$ cat src/rtl/ieu_pkg.sv
package ieu_pkg;
  typedef enum logic [2:0] {
    OP_NONE     = 3'd0,
    OP_FLAGS    = 3'd1,
    OP_INTCTL   = 3'd2,
    OP_RETI     = 3'd3,
    OP_IE_FROMC = 3'd4
  } ieu_op_e;
endpackage

$ cat src/rtl/ieu_rst_sync.sv
module ieu_rst_sync #(
  parameter int STAGES = 2
) (
  input  logic clk,
  input  logic rst_n,
  output logic rst_sync_n
);
  logic [STAGES-1:0] chain_q;
  logic [STAGES-1:0] chain_d;

  always_comb begin
    chain_d = {chain_q[STAGES-2:0], 1'b1};
  end

  always_ff @(posedge clk or negedge rst_n) begin
    if (!rst_n) chain_q <= '0;
    else        chain_q <= chain_d;
  end

  assign rst_sync_n = chain_q[STAGES-1];
endmodule

$ cat src/rtl/ieu_entry.sv
module ieu_entry (
  input  logic clk,
  input  logic rst_n,
  input  logic slot_valid,
  input  logic ie_q,
  input  logic irq,
  output logic take,
  output logic ack_q
);
  logic ack_d;

  always_comb begin
    take  = slot_valid & ie_q & irq;
    ack_d = take;
  end

  always_ff @(posedge clk or negedge rst_n) begin
    if (!rst_n) ack_q <= 1'b0;
    else        ack_q <= ack_d;
  end
endmodule

$ cat src/rtl/ieu_enable.sv
module ieu_enable (
  input  logic clk,
  input  logic rst_n,
  input  logic take,
  input  logic do_ctl,
  input  logic do_reti,
  input  logic do_iec,
  input  logic arg,
  input  logic carry_q,
  output logic ie_q
);
  logic ie_d;
  logic ie_en;

  always_comb begin
    ie_en = take | do_ctl | do_reti | do_iec;
    if (take)                   ie_d = 1'b0;
    else if (do_ctl || do_reti) ie_d = arg;
    else if (do_iec)            ie_d = carry_q;
    else                        ie_d = ie_q;
  end

  always_ff @(posedge clk or negedge rst_n) begin
    if (!rst_n)     ie_q <= 1'b0;
    else if (ie_en) ie_q <= ie_d;
  end
endmodule

$ cat src/rtl/ieu_flags.sv
module ieu_flags (
  input  logic clk,
  input  logic rst_n,
  input  logic take,
  input  logic do_flags,
  input  logic do_ctl,
  input  logic do_reti,
  input  logic ie_prev,
  input  logic alu_carry,
  input  logic alu_zero,
  output logic carry_q,
  output logic zero_q
);
  logic shc_q, shz_q;
  logic carry_d, zero_d;
  logic c_en, z_en;

  // carry source: prior enable state for the enable/disable class,
  // shadow on return, datapath otherwise
  always_comb begin
    c_en = do_flags | do_ctl | do_reti;
    z_en = do_flags | do_reti;
    if (do_ctl)       carry_d = ie_prev;
    else if (do_reti) carry_d = shc_q;
    else              carry_d = alu_carry;
    zero_d = do_reti ? shz_q : alu_zero;
  end

  always_ff @(posedge clk or negedge rst_n) begin
    if (!rst_n) begin
      carry_q <= 1'b0;
      zero_q  <= 1'b0;
    end else begin
      if (c_en) carry_q <= carry_d;
      if (z_en) zero_q  <= zero_d;
    end
  end

  always_ff @(posedge clk or negedge rst_n) begin
    if (!rst_n) begin
      shc_q <= 1'b0;
      shz_q <= 1'b0;
    end else if (take) begin
      shc_q <= carry_q;
      shz_q <= zero_q;
    end
  end
endmodule

$ cat src/rtl/ieu_top.sv
module ieu_top
  import ieu_pkg::*;
#(
  parameter bit IE_FROM_C_EN   = 1'b1,
  parameter int RST_SYNC_STAGES = 2
) (
  input  logic       clk,
  input  logic       rst_n,
  input  logic       instr_valid,
  input  logic [2:0] instr_op,
  input  logic       instr_arg,
  input  logic       alu_carry,
  input  logic       alu_zero,
  input  logic       irq,
  output logic       irq_ack,
  output logic       ie,
  output logic       carry,
  output logic       zero
);
  logic rst_sync_n;
  logic take, exec;
  logic do_flags, do_ctl, do_reti, do_iec;
  logic ie_q, carry_q, zero_q;

  ieu_rst_sync #(.STAGES(RST_SYNC_STAGES)) u_rst (
    .clk(clk), .rst_n(rst_n), .rst_sync_n(rst_sync_n)
  );

  ieu_entry u_entry (
    .clk(clk), .rst_n(rst_sync_n), .slot_valid(instr_valid),
    .ie_q(ie_q), .irq(irq), .take(take), .ack_q(irq_ack)
  );

  always_comb begin
    exec     = instr_valid & ~take;
    do_flags = exec & (instr_op == OP_FLAGS);
    do_ctl   = exec & (instr_op == OP_INTCTL);
    do_reti  = exec & (instr_op == OP_RETI);
  end

  generate
    if (IE_FROM_C_EN) begin : g_iec
      assign do_iec = exec & (instr_op == OP_IE_FROMC);
    end else begin : g_no_iec
      assign do_iec = 1'b0;
    end
  endgenerate

  ieu_enable u_enable (
    .clk(clk), .rst_n(rst_sync_n), .take(take), .do_ctl(do_ctl),
    .do_reti(do_reti), .do_iec(do_iec), .arg(instr_arg),
    .carry_q(carry_q), .ie_q(ie_q)
  );

  ieu_flags u_flags (
    .clk(clk), .rst_n(rst_sync_n), .take(take), .do_flags(do_flags),
    .do_ctl(do_ctl), .do_reti(do_reti), .ie_prev(ie_q),
    .alu_carry(alu_carry), .alu_zero(alu_zero),
    .carry_q(carry_q), .zero_q(zero_q)
  );

  assign ie    = ie_q;
  assign carry = carry_q;
  assign zero  = zero_q;
endmodule

$ cat config.mk
export PLATFORM = sky130hd
export DESIGN_NAME = ieu_top
export DESIGN_NICKNAME = d
export VERILOG_FILES = /design/src/rtl/ieu_pkg.sv /design/src/rtl/ieu_rst_sync.sv /design/src/rtl/ieu_entry.sv /design/src/rtl/ieu_enable.sv /design/src/rtl/ieu_flags.sv /design/src/rtl/ieu_top.sv
export SDC_FILE = /design/constraint.sdc
export NUM_CORES = 1
export LEC_CHECK = 0
export BUFFER_PORTS_ARGS = -buffer_cell sky130_fd_sc_hd__buf_2
export CAP_MARGIN = 20
export CORE_AREA = 5 5 42 44
export CTS_CLUSTER_DIAMETER = 30
export DETAILED_ROUTE_END_ITERATION = 8
export DIE_AREA = 0 0 47 49
export SYNTH_ARGS = -nofsm -noshare
export SYNTH_HDL_FRONTEND = slang
export SYNTH_HIERARCHICAL = 1
export SYNTH_SLANG_ARGS = --single-unit
$ cat constraint.sdc
create_clock -name clk -period 0.8 [get_ports clk]
set_input_delay 0.16 -clock clk [delete_from_list [all_inputs] [get_ports clk]]
set_output_delay 0.16 -clock clk [all_outputs]
set_load 0.05 [all_outputs]
== Yosys cells after proc, flatten, opt, wreduce, memory -nomap -nowiden ==
Index checks and enable logic that the tools add are counted.

* Register bits: 8
* Output and inout bits: 4
* Logic and storage cells: 34

* Equality and inequality tests: 4
* Muxes and demuxes: 6
* Bitwise operators: 14
* Reductions and logical operators: 3

{| class="wikitable"
|+ Operator list
! kind !! number
|-
| AND 1 bit || 7
|-
| == test 3 x 2 -> 1 bit (second input constant) || 2
|-
| two-way mux 1 bit || 6
|-
| bitwise OR 1 bit || 6
|-
| == test 3 x 1 -> 1 bit (second input constant) || 1
|-
| == test 3 bit (second input constant) || 1
|-
| nonzero test 3 bit || 1
|-
| AND reduction 2 bit || 1
|-
| logical OR 1 bit || 1
|-
| inverter 1 bit || 1
|}

== Logic depth before layout (Yosys ltp) ==
Gate-level depths: netlist (run 1).

* Word-level depth: 9
* Mapped depth: 6
* Depth with buffers taken out: 6

== Modules after synthesis ==
The synthesis (run 1) kept the hierarchy.

{| class="wikitable"
|+ Modules (own cells, without submodules)
! module !! instances !! cells an instance !! area each (um^2)
|-
| ieu_flags || 1 || 13 || 171.4
|-
| ieu_enable || 1 || 5 || 61.3
|-
| ieu_rst_sync || 1 || 3 || 53.8
|-
| ieu_top || 1 || 7 || 48.8
|-
| ieu_entry || 1 || 2 || 31.3
|}

== Worst setup path after synthesis (run 1) ==
No wires, ideal clock.

* Path kind: register to register
* Start: register u_enable.ie_q
* End: register u_flags.carry_q
* Library setup time: 0.141 ns
* Data arrival time: 1.847 ns
* Path slack: -1.188 ns
* Stages on the path, launching flop included: 7
* Buffers on the path: 0
* Clock period less this slack: 1.988 ns
* Cell sequence: dfrtp_1 > and3_1 > nand2b_4 > nor4_1 > mux2_1 > mux2i_1 > o21ai_1

* Word-level cells in the longest chain between the ends: 7
* Elaborated cells on any way between the ends: 11

{| class="wikitable"
|+ Ends and longest elaborated chain
! item !! line !! RTL
|-
| from (decl) || ieu_enable.sv:10 || <nowiki>output logic ie_q</nowiki>
|-
| from (signal assigned) || ieu_enable.sv:25 || <nowiki>else if (ie_en) ie_q <= ie_d;</nowiki>
|-
| AND 1 bit (2 in a row) || ieu_entry.sv:13 || <nowiki>take = slot_valid & ie_q & irq;</nowiki>
|-
| named net take || ieu_top.sv:21 || <nowiki>logic take, exec;</nowiki>
|-
| inverter 1 bit || ieu_top.sv:35 || <nowiki>exec = instr_valid & ~take;</nowiki>
|-
| AND 1 bit || ieu_top.sv:35 ||
|-
| AND 1 bit || ieu_top.sv:36 || <nowiki>do_flags = exec & (instr_op == OP_FLAGS);</nowiki>
|-
| named net do_flags || ieu_top.sv:22 || <nowiki>logic do_flags, do_ctl, do_reti, do_iec;</nowiki>
|-
| bitwise OR 1 bit (2 in a row) || ieu_flags.sv:21 || <nowiki>c_en = do_flags | do_ctl | do_reti;</nowiki>
|-
| to (signal assigned) || ieu_flags.sv:34 || <nowiki>if (c_en) carry_q <= carry_d;</nowiki>
|-
| to (decl) || ieu_flags.sv:11 || <nowiki>output logic carry_q,</nowiki>
|}

The timed path passes the listed nets, and every way through them passes these cells.
A chain may end at the register's enable or synchronous reset.

== Worst setup path in the final report (run 1) ==
Same ends and word-level chain as after synthesis.

==> metrics.md, run 1 <==
| Metric | Value |
|---|---|
| Routability cong. | 0.691 |
| WP data required | 0.93 ns |
| Antenna Cells | 0 |
| Overall global routing resource usage | 9.30% |
| Seq/Total Area, Yosys | 54.6% |
| Leak | 0.320 nW |
| Vias per cell | 4.36 |
| Clk_lat worst skew | 0.25 ns |
| CTS root buf | clkbuf_4 |
| Fmax | 646 MHz |
| Synthesized Nets | 40 |
| First drt pass iteration count | 1 |
| Yosys reg bits | 8 |
| Worst Hold Class | reg -> async |
| PnR Total Power | 1.87 mW |
| Cell Area, Synth | 367 µm² |
| Wire per inst | 12.1 µm |
| Max Slew Vio Count | 0 |
| Switching Share | 34.8% |
| Family with the most delay on the worst path | multiplexers |
| Antenna violations before repair | 0 |
| PortBufs | 13 |
| Starting Density | 26.2% |
| Critical path peak fanout | 3 |
| Worst path max stage delay | 0.39 ns |
| Unrepaired setup endpoints after global routing | true |
| Drc violations | 0 |
| # H-tree levels | 1 |
| Synthesized instance count | 30 |
| Total core area | 1400 µm² |
| Crit. End Element | register |
| Post-route insts no fill | 77 |
| Row count | 14 |
| Combinational power share | 51.1% |
| Share of power burned in the clock network | 17.3% |
| Final Worst Setup Slack | -0.749 ns |
| Critical path arrival | 1.68 ns |
| Skew final | 0.00479 ns |
| Pin count of the biggest net entering global routing | 7 |
| P_int | 1.22 mW |
| Synth unique cells | 16 |
| Startpoint types | register |
| Final setup vio count | 10 |
| Cell total after placement | 68 |
| Total die area | 2300 µm² |
| Die Y | 49 µm |
| Antenna viol nets, final | 0 |
| Syn_area_per_cell | 12.2 µm² |
| DIE WIDTH | 47 µm |
| First-pass GRT wire length | 1.49 mm |
| Kind of critical path | reg -> reg |
| Routed WL | 929 µm |
| Hpwl dp | 700 µm |
| CP max stage cell | dfrtp_2 |
| Vias in the first global route | 367 |
| Sw power | 0.652 mW |
| CTS tree | built |
| TritonCTS Buffers | 3 |
| Boundary Pins | 14 |
| Most frequent cells in the layout | 10 x buf_4, 9 x buf_2, 7 x dfrtp_1 |
| Register share of total power | 31.5% |
| Maximum vdd drop | 0.00166 V |
| Fin Hold WS | 0.0972 ns |
| Sink Count | 8 |
| Top-area cell type share of the netlist area | 54.6% |
| Remaining Overflow, GRT | 0 |
| Critical path, cell by cell | and3_4, nand2b_4, nor4_4, mux2_1, mux2i_1, o21ai_1 |
| DRT iter0 DRCs | 0 |
| Post-layout net count | 72 |
| Share of layout cells above drive strength 1 | 60.7% |
| Failing checks | setup timing |
| Final hold vios | 0 |
| Via Count | 336 |
| Clk pin slew, worst setup/hold paths | 0.06 ns |
| Area contributors post-synth | dfrtp_1 55%, mux2i_1 8.2%, mux2_2 6.1% |
| Commonest non-fill, non-tap cell in the layout | buf_4 |
| Clock buffer depth | 2 |
| Final worst path period share | 194% |
| Dominant cell type by area after synthesis | dfrtp_1 |
| Area delta synth->final | 80.2% |
| Min Tclk post-route | 1.55 ns |
| Syn. warnings | 6 |
| Pwr Density | 2840 nW/µm² |
| # Max-Cap Violations | 0 |
| Status | finished with violations |
| Bufs and invs on worst path | 0 |
worst register-to-register path, cell delays in order, from the launching register on:
cell and delay [ns]:
dfrtp_2 0.39, and3_4 0.15, nand2b_4 0.15, nor4_4 0.18
mux2_1 0.35, mux2i_1 0.13, o21ai_1 0.08
routing by layer:
metal / GRT usage (%) / vias to the layer above / wire [µm]
met3: 3.32 / 0 / 63
met2: 15.6 / 10 / 529
met5: 0 / - / 0
li1: - / 169 / -
met4: 5.53 / 0 / 0
met1: 9.23 / 157 / 336
synthesized netlist by cell type:
cell type and n:
a211oi_2 1, and3_1 1, conb_1 1, dfrtp_1 8
inv_1 2, mux2_1 1, mux2_2 2, mux2i_1 3
nand2_1 2, nand2b_4 1, nor2_1 1, nor4_1 3
nor4b_1 1, o21ai_0 1, o21ai_1 1, o21ba_1 1
registers in the layout, summed over array words and instances (netlist names):
signal	count
u_flags/shz_q	1
u_flags/carry_q	1
u_rst/chain_q	2
u_flags/zero_q	1
u_enable/ie_q	1
u_entry/ack_q	1
u_flags/shc_q	1
logic make-up (layout without fill, tap and decap cells):
group	count (synthesis)	count (layout)	synth area share, %
AO/OA/AOI/OAI	4	4	8.87
buffers and inverters	2	33	2.05
flip-flops	8	8	54.6
multiplexers	6	6	17.4
other	1	1	1.02
AND/OR/NAND/NOR	9	9	16.0
power groups by stage:
stage | registers, mW | logic [mW] | clock network (mW)
final | 0.591 | 0.958 | 0.325
after global routing | 0.605 | 0.999 | 0.393
after CTS | 0.591 | 0.957 | 0.348
after floorplan | 0.836 | 0.190 | 0
after detailed placement | 0.593 | 0.672 | 0
after global placement | 0.593 | 0.664 | 0
area by class of cell:
type,instances,area [µm²]
fillers,150,741
multi-input cells,20,189
well taps,16,20.0
flip-flops and latches,8,201
inverters,2,7.51
repair buffers,27,216
clock buffers,4,26.3
timing repair:
item,in CTS,in global routing
endpoints found under the hold margin,2,0
resized for setup,15,1
pin swaps,0,1
hold buffers,1,0
buffers inserted,5,2
endpoints found under the setup margin,10,10
per-stage QoR:
stage,utilization [%],setup TNS (ns),cell area [µm²],setup WS (ns)
after global placement,39.0,-2.68,547,-0.696
after CTS,47.7,-3.98,668,-0.771
after global routing,47.1,-4.09,661,-0.803
after floorplan,-,-3.29,394,-0.895
after detailed placement,39.0,-2.80,547,-0.764
final,47.1,-3.67,661,-0.749
path summary, 6_finish.rpt:
check / start / endpoint / slack (ns) / depth (start not counted)
min in group clk: alu_zero / u_flags/zero_q / 0.24 / 3
max in group asynchronous: rst_n / u_rst/chain_q[1] / 0.48 / 2
hold / removal: u_rst/chain_q[1] / u_entry/ack_q / 0.1 / 0
setup / recovery: u_enable/ie_q / u_flags/carry_q / -0.75 / 6
hold reg to reg: u_rst/chain_q[1] / u_entry/ack_q / 0.1 / 0
setup reg to reg: u_enable/ie_q / u_flags/carry_q / -0.75 / 6
(Power assumes the default switching activity.)
==> run 2, diff against run 1 <==
--- a/config.mk
+++ b/config.mk
@@ -5,6 +5,7 @@
 export SDC_FILE = /design/constraint.sdc
 export NUM_CORES = 1
 export LEC_CHECK = 0
+export ABC_AREA = 1
 export BUFFER_PORTS_ARGS = -buffer_cell sky130_fd_sc_hd__buf_2
 export CAP_MARGIN = 20
 export CORE_AREA = 5 5 42 44
==> run 2 against run 1 <==
Effect of this change: largest cell class is now multi-input combinational cells; non-clock buffer count is 1 lower; wire length is 5.2% higher; critical endpoint is now ie; fmax is 28% higher; utilization is 3.6 points higher; cell area is 7.6% higher; sequential share of layout area is 2.1 points lower; highest routed layer unchanged; critical path type is now reg -> out; first-iteration DRC count is 7 higher; largest power group unchanged; the flow still finishes with violations (setup timing); register-to-register slack better by 0.35 ns; critical path depth is 3 lower.
==> metrics.md, run 2 <==
| Metric | Value |
|---|---|
| Status | finished with violations |
| Failing checks | setup timing |
| PortBufs | 13 (unchanged) |
| Yosys reg bits | 8 (unchanged) |
| Final hold vios | 0 (unchanged) |
| Routability cong. | 0.771 (+12%) |
| First-pass GRT wire length | 1.73 mm (+16%) |
| Pwr Density | 2560 nW/µm² (-9.7%) |
| Clk pin slew, worst setup/hold paths | 0.06 ns (about the same) |
| Synthesized Nets | 62 (+55%) |
| Remaining Overflow, GRT | 0 (unchanged) |
| Row count | 14 (unchanged) |
| Area contributors post-synth | dfrtp_1 50%, nand2_1 10%, inv_1 9.4% |
| Asr flop ratio synth | 100% (unchanged) |
| Post-synth top flop | dfrtp_1 |
| Placed cell area | 537 µm² (-1.8%) |
| Antenna violations before repair | 0 (unchanged) |
| Total core area | 1400 µm² (unchanged) |
| Drc violations | 0 (unchanged) |
| Critical path arrival | 1.05 ns (-0.63 ns) |
| Fin util | 50.7% (+3.6 points) |
| Share of layout cells above drive strength 1 | 51.2% (-9.4 points) |
| Seq/Total Area, Yosys | 50.3% (-4.3 points) |
| WP data required | 0.64 ns (-0.29 ns) |
| Cell Area, Synth | 398 µm² (+8.5%) |
| Dominant cell type by area after synthesis | dfrtp_1 |
| Fillers | 143 (-4.7%) |
| Clk_lat worst skew | 0.25 ns (about the same) |
| Boundary Pins | 14 (unchanged) |
| Most frequent cells in the layout | 9 x inv_1, 9 x nand2_1, 9 x buf_2 |
| Post-route cell area | 711 µm² (+7.6%) |
| Die Y | 49 µm (unchanged) |
| Fin Hold WS | 0.0740 ns (-0.0232 ns) |
| Min Tclk post-route | 1.21 ns (-0.342 ns) |
| Maximum vdd drop | 0.00131 V (-21%) |
| Final setup vio count | 10 (unchanged) |
| Vias in the first global route | 455 (+24%) |
| Post-layout net count | 93 (+29%) |
| Top-area cell type share of the netlist area | 50.3% (-4.3 points) |
| Kind of critical path | reg -> out |
| # Max-Cap Violations | 0 (unchanged) |
| Critical path, cell by cell | buf_4, buf_6, buf_8 |
| CP max stage cell | dfrtp_2 |
| Sink Count | 8 (unchanged) |
| Hpwl dp | 708 µm (+1.1%) |
| Critical path peak fanout | 3 (unchanged) |
| DIE WIDTH | 47 µm (unchanged) |
| Post-synth top cells | 11 x nand2_1, 10 x inv_1, 8 x dfrtp_1, 8 x nor2_1, 6 x nand3_1 |
| Startpoint types | register |
| Synth unique cells | 13 (-3) |
| Fmax | 829 MHz (+28%) |
| Top-count cell post-synth | nand2_1 |
| Bufs and invs on worst path | 3 (+3) |
| Wire per inst | 9.97 µm (-17%) |
| Skew final | 0.0152 ns (+0.0104 ns) |
| Crit. End Element | output port |
| R2R Path Start | u_enable/ie_q |
| Pin count of the biggest net entering global routing | 7 (unchanged) |
| Worst path max stage delay | 0.41 ns (+0.02 ns) |
| CTS root buf | clkbuf_4 |
| Worst Hold Class | reg -> async |
| Total die area | 2300 µm² (unchanged) |
| Syn. warnings | 6 (unchanged) |
| Antenna viol nets, final | 0 (unchanged) |
| Reg2Reg Setup Slack | -0.40 ns (+0.35 ns) |
| Max reg flops | 2 (unchanged) |
| First drt pass iteration count | 4 (+3) |
| Max Slew Vio Count | 0 (unchanged) |
| Area delta synth->final | 78.6% |
| Overall global routing resource usage | 10.5% (+1.2 points) |
| R2r endpoint | u_flags/shz_q |
| CTS tree | built |
| Starting Density | 28.4% (+2.2 points) |
| Unrepaired setup endpoints after global routing | true |
| Leak | 0.371 nW (+16%) |
| Family with the most delay on the worst path | flip-flops |
| Clock buffer depth | 2 (unchanged) |
| # H-tree levels | 1 (unchanged) |
| Final Worst Setup Slack | -0.407 ns (+0.342 ns) |
| Antenna Cells | 0 (unchanged) |
| Synthesized instance count | 52 (+73%) |
| DRT iter0 DRCs | 7 (+7) |
| Final worst path period share | 151% (-43 points) |
| Vias per cell | 4.41 (+1.0%) |
| Routed WL | 977 µm (+5.2%) |
| Via Count | 432 (+29%) |
| Biggest register | u_rst/chain_q |
| TritonCTS Buffers | 3 (unchanged) |
| Number of synthesized flops with an enable pin | 0 (unchanged) |
| Syn_area_per_cell | 7.65 µm² (-37%) |
| Worst reg2reg path depth | 5 (-1) |
==> run 2: cell count changes after synthesis, sizes merged, moves of 3 or more <==
cell | previous run | this run
inv | 2 | 11
mux2i | 3 | 0
nand3 | 0 | 6
nor4 | 3 | 0
nand2 | 2 | 11
nor2 | 1 | 9
==> run 2: metrics by stage <==
stage,setup TNS [ns],setup WS [ns],power (mW),instances
after global routing,-3.37,-0.472,1.95,98
after CTS,-2.35,-0.375,1.69,93
after global placement,-1.56,-0.370,1.19,86
after floorplan,-2.27,-0.538,0.992,52
after detailed placement,-1.66,-0.389,1.20,86
final,-2.82,-0.407,1.82,98
==> run 2: how the worst max path moves through the flow <==
stage | start | end | depth (start not counted)
floorplan | u_enable/ie_q | u_flags/carry_q | 9
global placement | u_enable/ie_q | u_flags/carry_q | 9
detailed placement | u_enable/ie_q | u_flags/carry_q | 9
CTS | u_enable/ie_q | u_flags/zero_q | 8
global route | u_enable/ie_q | u_enable/ie_q | 9
finish | u_enable/ie_q | ie | 3
==> run 2: logic make-up (layout without fill, tap and decap cells) <==
group           Yosys count  in the layout  synth area share (%)
simple gates             28             28                  30.8
other cells               1              1                 0.942
flops                     8              8                  50.3
buf+inv                  11             41                  10.4
mux                       1              1                  3.77
compound gates            3              3                  3.77
==> run 2: where the power goes <==
group	switching, mW	internal (mW)
clock network	0.129	0.190
logic	0.477	0.437
registers	0.0669	0.520
total	0.673	1.15
==> run 2: routing by layer <==
layer  up-vias  part of all wire [%]  global-route usage [%]
met5         -                     0                       0
met4         0                     0                    4.61
met3         0                   9.4                    5.90
met2        14                    55                    16.7
met1       201                    36                    10.9
li1        217                     -                       -
==> run 2: final cells by class <==
type,instances,area (µm²),area share [%]
clock buffers,4,26.3,3.70
flip-flops and latches,8,201,28.3
multi-input cells,33,213,29.9
inverters,11,41.3,5.81
well taps,16,20.0,2.82
repair buffers,26,209,29.4
==> run 2: repair_timing <==
item,4_1_cts,5_1_grt
hold buffers,1,0
setup endpoints to repair,9,10
pin swaps,0,2
resized for setup,14,10
hold endpoints to repair,2,0
setup buffers,2,5
gates cloned,0,0
==> run 3, diff against run 2 <==
--- a/config.mk
+++ b/config.mk
@@ -12,6 +12,7 @@
 export CTS_CLUSTER_DIAMETER = 30
 export DETAILED_ROUTE_END_ITERATION = 8
 export DIE_AREA = 0 0 47 49
+export PLACE_DENSITY = 0.56
 export SYNTH_ARGS = -nofsm -noshare
 export SYNTH_HDL_FRONTEND = slang
 export SYNTH_HIERARCHICAL = 1
==> run 3 against run 2 <==
Effect of this change: the run still ends with setup timing left; clock-buffer cell count unchanged; die area stayed put; via count fell by 9.0%; first-iteration DRC count fell by 57%; clock power is 1% higher; register-to-register slack better by 0.02 ns; final cell count down 6.1%; non-clock buffer count shrank 6; critical path depth increased by 2; cell area decreased by 10%; sequential power about the same; critical endpoint is now u_flags/shz_q.
==> metrics.md, run 3 (synthesized netlist as in run 2, its figures left out) <==
| Metric | Value |
|---|---|
| Fin Setup TNS | -2.45 ns (+0.369 ns) |
| Total die area | 2300 µm² (unchanged) |
| Biggest register | u_rst/chain_q |
| Unrepaired setup endpoints after global routing | true |
| Critical path peak fanout | 5 (+2) |
| Post-layout net count | 87 (-6.5%) |
| Post-route insts no fill | 92 (-6.1%) |
| Area delta synth->final | 60.7% |
| DRT iter0 DRCs | 3 (-4) |
| Crit. End Element | register |
| Share of layout cells above drive strength 1 | 44.7% (-6.5 points) |
| Final hold vios | 0 (unchanged) |
| First-pass GRT wire length | 1.57 mm (-9.5%) |
| CP max stage cell | dfrtp_2 |
| Clk_lat worst skew | 0.25 ns (about the same) |
| TritonCTS Buffers | 3 (unchanged) |
| Antenna viol nets, final | 0 (unchanged) |
| # Max-Cap Violations | 0 (unchanged) |
| CTS root buf | clkbuf_4 |
| Routability cong. | 0.703 (-8.8%) |
| Vias in the first global route | 405 (-11%) |
| Critical Path Source | u_enable/ie_q |
| Fmax | 846 MHz (+2.2%) |
| Worst path max stage delay | 0.40 ns (about the same) |
| Vias per cell | 4.27 (-3.1%) |
| Drc violations | 0 (unchanged) |
| Family with the most delay on the worst path | flip-flops |
| Startpoint types | register |
| Fillers | 150 (+4.9%) |
| Clock buffer depth | 2 (unchanged) |
| Critical path arrival | 1.31 ns (+0.26 ns) |
| PnR Total Power | 1.66 mW (-8.8%) |
| Pwr Density | 2600 nW/µm² (+1.4%) |
| Max Slew Vio Count | 0 (unchanged) |
| Worst Hold Class | reg -> async |
| Clk pin slew, worst setup/hold paths | 0.06 ns (about the same) |
| Wire per inst | 9.75 µm (-2.2%) |
| Reg2Reg Setup Slack | -0.38 ns (+0.02 ns) |
| Routed WL | 897 µm (-8.2%) |
| CTS tree | built |
| Antenna Cells | 0 (unchanged) |
| Antenna violations before repair | 0 (unchanged) |
| Min Tclk post-route | 1.18 ns (-0.0254 ns) |
| Die Y | 49 µm (unchanged) |
| Row count | 14 (unchanged) |
| Total core area | 1400 µm² (unchanged) |
| Sink Count | 8 (unchanged) |
| Pin count of the biggest net entering global routing | 7 (unchanged) |
| Starting Density | 28.4% (unchanged) |
| Leak | 0.327 nW (-12%) |
| Pre-CTS WS | -0.393 ns (-0.00424 ns) |
| Bufs and invs on worst path | 2 (-1) |
| WP data required | 0.93 ns (+0.29 ns) |
| Fin Hold WS | 0.0990 ns (+0.0250 ns) |
| First drt pass iteration count | 2 (-2) |
| # H-tree levels | 1 (unchanged) |
| Final worst path period share | 148% (-3.2 points) |
| Kind of critical path | reg -> reg |
| Boundary Pins | 14 (unchanged) |
| Remaining Overflow, GRT | 0 (unchanged) |
| Most frequent cells in the layout | 9 x inv_1, 9 x nand2_1, 9 x buf_2 |
| Critical path, cell by cell | nand2_2, nor2_4, buf_4, buf_6, mux2_4 |
| Via Count | 393 (-9.0%) |
| Max reg flops | 2 (unchanged) |
| DIE WIDTH | 47 µm (unchanged) |
| Failing checks | setup timing |
| Skew final | 0.00591 ns (-0.00927 ns) |
| PortBufs | 13 (unchanged) |
| Hpwl dp | 697 µm (-1.6%) |
| Overall global routing resource usage | 9.22% (-1.3 points) |
| R2R Path Start | u_enable/ie_q |
| Final setup vio count | 10 (unchanged) |
| Final Worst Setup Slack | -0.381 ns (+0.0254 ns) |
| Maximum vdd drop | 0.00111 V (-15%) |
| Cell total after placement | 84 (-2.3%) |
| Status | finished with violations |
run 3: cell count changes in the layout (fill, tap and decap cells not counted), sizes merged:
cell	previous run	this run
buf	25	19
run 3: repair_timing:
item | in CTS | in global routing
endpoints found under the setup margin | 9 | 10
hold buffers | 1 | 0
buffers inserted | 2 | 1
gates resized for setup | 13 | 4
endpoints found under the hold margin | 2 | 0
pin swaps | 0 | 1
run 3: cell type report:
class                           count  area [µm²]  area share (%)
Sequential cell                     8         201            31.5
Tap cell                           16        20.0            3.13
Timing Repair Buffer               20         149            23.3
Inverter                           11        41.3            6.46
Clock buffer                        4        26.3            4.11
Multi-Input combinational cell     33         201            31.5
run 3: path summary, 6_finish.rpt:
check                            endpoint  cells after the start
max                         u_flags/shz_q                      5
min                         u_entry/ack_q                      0
max reg2reg                 u_flags/shz_q                      5
min reg2reg                 u_entry/ack_q                      0
max in group asynchronous   u_enable/ie_q                      0
min in group clk           u_flags/zero_q                      3
run 3: through the flow:
stage	utilization, %	instance area, µm²
final	45.6	639
after CTS	44.3	621
after global routing	45.6	639
after detailed placement	37.2	522
after global placement	37.2	522
after floorplan	-	414
run 3: per-layer routing:
layer,track usage [%],share of wire (%)
met2,14.5,51
met5,0,0
met3,3.32,8.4
met1,10.8,40
met4,4.15,0
run 3: power by group:
part           switching (mW)  internal [mW]
sequential             0.0649          0.519
combinational           0.423          0.329
clock                   0.133          0.190
total                   0.621           1.04
